===== config.mk =====
export PLATFORM = sky130hd
export DESIGN_NAME = txfifo_irq_ctrl
export DESIGN_NICKNAME = d
export VERILOG_FILES = /design/src/rtl/txfifo_irq_pkg.sv /design/src/rtl/txfifo_store.sv /design/src/rtl/txfifo_flags.sv /design/src/rtl/txfifo_irq_out.sv /design/src/rtl/txfifo_irq_ctrl.sv
export SDC_FILE = /design/constraint.sdc
export NUM_CORES = 1
export LEC_CHECK = 0
export BUFFER_PORTS_ARGS = -buffer_cell sky130_fd_sc_hd__buf_2
export CAP_MARGIN = 20
export CORE_ASPECT_RATIO = 0.75
export CORE_MARGIN = 4
export CORE_UTILIZATION = 62
export CTS_CLUSTER_DIAMETER = 30
export DETAILED_ROUTE_END_ITERATION = 8
export PLACE_DENSITY_LB_ADDON = 0.05
export SETUP_SLACK_MARGIN = 0.15
export SYNTH_ARGS = -nofsm -noshare
export SYNTH_HDL_FRONTEND = slang
export SYNTH_SLANG_ARGS = --single-unit

===== constraint.sdc =====
create_clock -name clk -period 3.8 [get_ports clk]
set_input_delay 0.76 -clock clk [delete_from_list [all_inputs] [get_ports clk]]
set_output_delay 0.76 -clock clk [all_outputs]
set_load 0.05 [all_outputs]

===== src/rtl/txfifo_irq_pkg.sv =====
package txfifo_irq_pkg;
  localparam int FLG_TDE = 0;
  localparam int FLG_NF  = 1;
  localparam int FLG_EMP = 2;
  localparam int FLG_THR = 3;
  localparam int NFLG    = 4;
  localparam logic [NFLG-1:0] WAKE_MASK = 4'b1100;

  function automatic logic any_req(input logic [NFLG-1:0] flg,
                                   input logic [NFLG-1:0] en,
                                   input logic [NFLG-1:0] mask);
    return |(flg & en & mask);
  endfunction

  function automatic logic level_met(input int unsigned lvl, input int unsigned thr);
    return lvl >= thr;
  endfunction
endpackage


===== src/rtl/txfifo_store.sv =====
module txfifo_store #(
  parameter int DEPTH = 8,
  parameter int DW    = 8,
  parameter int AW    = 3,
  parameter int CW    = 4
) (
  input  logic          clk,
  input  logic          rst_n,
  input  logic          wr_en,
  input  logic [DW-1:0] wr_data,
  input  logic          pop_en,
  input  logic          flush,
  output logic          wr_acc,
  output logic          pop_acc,
  output logic          wr_drop,
  output logic [DW-1:0] rd_data,
  output logic [CW-1:0] level
);
  logic [DW-1:0] mem [DEPTH];
  logic [AW-1:0] wp, rp;
  logic full, empty;

  function automatic logic [AW-1:0] bump(input logic [AW-1:0] p);
    return (p == AW'(DEPTH-1)) ? '0 : p + 1'b1;
  endfunction

  assign full    = (level == CW'(DEPTH));
  assign empty   = (level == '0);
  assign pop_acc = pop_en && !empty && !flush;
  assign wr_acc  = wr_en && !flush && (!full || pop_acc);
  assign wr_drop = wr_en && !flush && full && !pop_acc;
  assign rd_data = mem[rp];

  always_ff @(posedge clk) begin
    if (wr_acc) mem[wp] <= wr_data;
  end

  always_ff @(posedge clk or negedge rst_n) begin
    if (!rst_n) begin
      wp    <= '0;
      rp    <= '0;
      level <= '0;
    end else if (flush) begin
      wp    <= '0;
      rp    <= '0;
      level <= '0;
    end else begin
      if (wr_acc)  wp <= bump(wp);
      if (pop_acc) rp <= bump(rp);
      case ({wr_acc, pop_acc})
        2'b10:   level <= level + 1'b1;
        2'b01:   level <= level - 1'b1;
        default: level <= level;
      endcase
    end
  end
endmodule


===== src/rtl/txfifo_flags.sv =====
module txfifo_flags
  import txfifo_irq_pkg::*;
#(
  parameter int DEPTH = 8,
  parameter int CW    = 4
) (
  input  logic            clk,
  input  logic            rst_n,
  input  logic [CW-1:0]   level,
  input  logic [CW-1:0]   thresh,
  input  logic            flush,
  input  logic            wr_acc,
  input  logic            pop_acc,
  input  logic            wr_drop,
  output logic [NFLG-1:0] flags,
  output logic            ovf
);
  logic tde_q;

  always_ff @(posedge clk or negedge rst_n) begin
    if (!rst_n) begin
      tde_q <= 1'b1;
      ovf   <= 1'b0;
    end else begin
      if (flush)        tde_q <= 1'b1;
      else if (wr_acc)  tde_q <= 1'b0;
      else if (pop_acc) tde_q <= 1'b1;
      if (wr_drop) ovf <= 1'b1;
    end
  end

  always_comb begin
    flags          = '0;
    flags[FLG_TDE] = tde_q;
    flags[FLG_NF]  = (level != CW'(DEPTH));
    flags[FLG_EMP] = (level == '0) && !flush;
    flags[FLG_THR] = level_met(int'(level), int'(thresh));
  end
endmodule


===== src/rtl/txfifo_irq_out.sv =====
module txfifo_irq_out
  import txfifo_irq_pkg::*;
(
  input  logic            clk,
  input  logic            rst_n,
  input  logic [NFLG-1:0] flags,
  input  logic [NFLG-1:0] en,
  output logic            irq,
  output logic            wkup
);
  always_ff @(posedge clk or negedge rst_n) begin
    if (!rst_n) begin
      irq  <= 1'b0;
      wkup <= 1'b0;
    end else begin
      irq  <= any_req(flags, en, '1);
      wkup <= any_req(flags, en, WAKE_MASK);
    end
  end
endmodule


===== src/rtl/txfifo_irq_ctrl.sv =====
module txfifo_irq_ctrl
  import txfifo_irq_pkg::*;
#(
  parameter int DEPTH = 8,
  parameter int DW    = 8,
  localparam int AW   = (DEPTH > 1) ? $clog2(DEPTH) : 1,
  localparam int CW   = $clog2(DEPTH + 1)
) (
  input  logic          clk,
  input  logic          rst_n,
  input  logic          wr_en,
  input  logic [DW-1:0] wr_data,
  input  logic          pop_en,
  output logic [DW-1:0] pop_data,
  input  logic [CW-1:0] thresh,
  input  logic [3:0]    irq_en,
  input  logic          flush_req,
  output logic [CW-1:0] level,
  output logic          flag_tde,
  output logic          flag_nf,
  output logic          flag_emp,
  output logic          flag_thr,
  output logic          ovf_sticky,
  output logic          irq,
  output logic          wkup
);
  logic            wr_acc, pop_acc, wr_drop;
  logic [NFLG-1:0] flags;

  txfifo_store #(.DEPTH(DEPTH), .DW(DW), .AW(AW), .CW(CW)) u_store (
    .clk(clk), .rst_n(rst_n), .wr_en(wr_en), .wr_data(wr_data),
    .pop_en(pop_en), .flush(flush_req), .wr_acc(wr_acc), .pop_acc(pop_acc),
    .wr_drop(wr_drop), .rd_data(pop_data), .level(level)
  );

  txfifo_flags #(.DEPTH(DEPTH), .CW(CW)) u_flags (
    .clk(clk), .rst_n(rst_n), .level(level), .thresh(thresh),
    .flush(flush_req), .wr_acc(wr_acc), .pop_acc(pop_acc),
    .wr_drop(wr_drop), .flags(flags), .ovf(ovf_sticky)
  );

  txfifo_irq_out u_out (
    .clk(clk), .rst_n(rst_n), .flags(flags), .en(irq_en),
    .irq(irq), .wkup(wkup)
  );

  assign flag_tde = flags[FLG_TDE];
  assign flag_nf  = flags[FLG_NF];
  assign flag_emp = flags[FLG_EMP];
  assign flag_thr = flags[FLG_THR];
endmodule


==> out/qor.csv <==
stage,metric,value,unit
clock_network,TritonCTS clock tree,built,
detailed_routing,DRC viols,0,
cells_and_area,most frequent cells in the layout,"64 x edfxtp_1, 39 x buf_2, 16 x mux4_2",
detailed_routing,1st-pass router iterations,4,
timing,Worst-Margin Slew,0.900,ns
critical_path,CP Data Arrival Time,2.33,ns
grt,initial antenna violation count,0,
synth,net count after synthesis,233,
timing,Setup-failing EPs final,0,
synth,Post-Syn Area,3380,um2
pwr,PD cells,635,nW/um2
place,quantity of I/O buffers inserted on ports,39,
clock_network,clock latency on the worst-skew pair,0.34,ns
cells_and_area,"most common cell after layout, fill and taps aside",edfxtp_1,
synth,multiplexer area fraction after synthesis,14.9,%
pwr,VDD IR-drop max,0.000335,V
pwr,combinational power share,31.4,%
floorplan,Die Area,6710,um2
synth,Synthesis Warnings,0,
detailed_routing,drt via density,5.72,
clock_network,CTS Buf Count,9,
synth,syn_area_per_cell,16.7,um2
grt,GR Util met1,28.1,%
timing,Max transition margin,39.8,%
timing,final slew viol count,0,
critical_path,Critical Setup Path Class,reg2out,
detailed_routing,routed vias,1848,
grt,GRT overflow,0,
floorplan,Core Region,5090,um2
timing,skew final,0.00830,ns
clock_network,PostCTS Resize Cnt,0,
synth,"EDFF count, synth",64,
cells_and_area,Layout Cell Area excl Fill,3840,um2
synth,largest family of logic cells by synthesized area,multiplexers,
cells_and_area,share of cells above drive strength 1,35.9,%
place,placed inst area,3640,um2
cells_and_area,count of nets after finishing,277,
cells_and_area,Antenna diodes,0,
critical_path,critical path peak fanout,10,
floorplan,io pins,40,
synth,Synth Flop Type,edfxtp_1,
timing,final hold violation count,0,
grt,first-pass GRT wire length,10000,um
synth,Post-Synth Simple-Gate Area,6.88,%
floorplan,Site Rows,22,
synth,Synth cell types,37,
clock_network,post-CTS setup buffer count,0,
grt,largest net degree at the start of global routing,19,
grt,GRT Total Usage,20.7,%
floorplan,initial core utilization,66.4,%
clock_network,clk root buf,clkbuf_8,
synth,Synth Area in Compound Gates,4.07,%
clock_network,"Reg clk slew, reported paths",0.08,ns
critical_path,critical path required time,3.04,ns
synth,Synth Area in XOR/XNOR,0.777,%
place,gpl congestion,0.731,
critical_path,CP Launch Type,flop,
timing,Peak Freq,323,MHz
place,Detail Placement HPWL,4250,um
pwr,Pint,1.57,mW
min_path,Min-Delay Path Class,in2async,
cells_and_area,area grow syn2layout,13.7,%
place,"worst slack, placed",0.922,ns
grt,vias in the first global route,1947,
pwr,Reg power frac,44.0,%
pwr,Switching Fraction,35.8,%
place,dpl cells,307,
detailed_routing,Post-DRT Antenna Nets,0,
timing,Tcrit/Tclk final,81.4,%
synth,Adder-Cell Fraction of Synth Area,4.03,%
critical_path,CP Capture Type,output pin,
synth,post-synth top area cell,edfxtp_1,
pwr,Switch Pwr,0.874,mW
status,status,"finished, final reports clean",
floorplan,Die Y,72.0,um
synth,Syn Inst Count,202,
synth,Yosys top cell area share,56.8,%
cells_and_area,final std cells w/o fill,323,
grt,GR peak layer,met2,
detailed_routing,Total Wirelength,6070,um
detailed_routing,initial DRC count,162,
synth,"Seq/Total Area, Yosys",67.2,%
timing,setup ws final,0.706,ns
timing,fin crit period,3.09,ns
synth,synthesis-stage register bit count,78,
grt,met3 Track Usage GR,7.15,%
synth,"top cells by area, synth","edfxtp_1 57%, mux4_2 11%, dfrtp_1 9.6%",
pwr,Clock Power Share,24.6,%
flow_run,Max Cap Viol,0,
timing,unrepaired setup endpoints after global routing,false,
pwr,Leakage,1.47,nW
cells_and_area,Layout Utilization,75.5,%
detailed_routing,drt wl/cell,18.8,um
timing,setup TNS,0,ns
clock_network,hold buffer count at cts,0,
clock_network,Num Clock Sinks,78,
floorplan,Die Width,93.3,um
synth,asr flop ratio synth,17.9,%
grt,M2 GR Usage,33.1,%
clock_network,H-tree levels,3,
clock_network,maximum root-to-sink buffer count,2,
## state kept, by name (all words and copies together), names as in the netlist
| signal | count |
|---|---|
| u_store.level | 4 |
| u_out.irq | 1 |
| u_out.wkup | 1 |
| u_flags.tde_q | 1 |
| u_store.rp | 3 |
| u_store.mem | 64 |
| u_store.wp | 3 |
| u_flags.ovf | 1 |
## area by class of cell
class                      count  area [um2]
sequential                    78        2270
fill                         321        1250
multi-input combinational    108        1040
timing repair buffer          42         218
clock buffer                   9         124
tap                           72        90.1
clock inverter                 7        73.8
inverter                       7        26.3
## power groups by stage
stage | Sequential (mW) | Clock [mW] | Combinational, mW
global route | 1.09 | 0.659 | 0.825
global placement | 1.09 | 0 | 0.743
CTS | 1.07 | 0.610 | 0.773
floorplan | 1.16 | 0 | 0.532
detailed placement | 1.09 | 0 | 0.770
finish | 1.07 | 0.601 | 0.766
## layer usage
| metal | routed length [um] | part of all wire (%) | vias to the layer above |
|---|---|---|---|
| met3 | 347 | 5.7 | 5 |
| met5 | 0 | 0 | - |
| met4 | 50 | 0.82 | 0 |
| met2 | 3100 | 51 | 55 |
| li1 | - | - | 870 |
| met1 | 2570 | 42 | 918 |
## worst paths after layout
check,from,endpoint,slack (ns),cells past startpoint
worst max register to register,u_store.level[3],u_store.mem[7][2],1.29,5
worst min-delay path,rst_n,u_store.wp[2],0.30,1
min in group clk,u_flags.ovf,u_flags.ovf,0.46,1
worst min register to register,u_flags.ovf,u_flags.ovf,0.46,1
worst max-delay path,u_store.rp[0],pop_data[3],0.71,4
max in group asynchronous,rst_n,u_flags.tde_q,3.20,1
## synth_stat cells, types with 4 or more instances
cell type	count
a21o_1	4
ha_1	10
dfrtp_1	13
nor3_1	5
edfxtp_1	64
buf_2	5
nand2_1	8
a21oi_1	5
mux4_2	16
mux2_2	8
inv_1	7
nor2_1	15
## kinds of logic (layout without fill, tap and decap cells)
group,Yosys count,count (layout)
AO/OA/AOI/OAI,20,20
XOR/XNOR,3,3
adder cells (fa/ha/maj),11,11
buffers and inverters,16,65
flip-flops,78,78
multiplexers,29,29
AND/OR/NAND/NOR,45,45
## critical path: stages (launching register included)
cell and delay, ns:
dfrtp_1 0.66, buf_4 0.33, mux4_2 0.52, mux2_2 0.27, buf_2 0.21
## stage by stage
stage	hold WS (ns)	total power, mW
after floorplan	0.464	1.69
after CTS	0.297	2.46
after global placement	0.432	1.83
final	0.303	2.44
after detailed placement	0.439	1.86
after global routing	0.313	2.57
(Power assumes the default switching activity.)
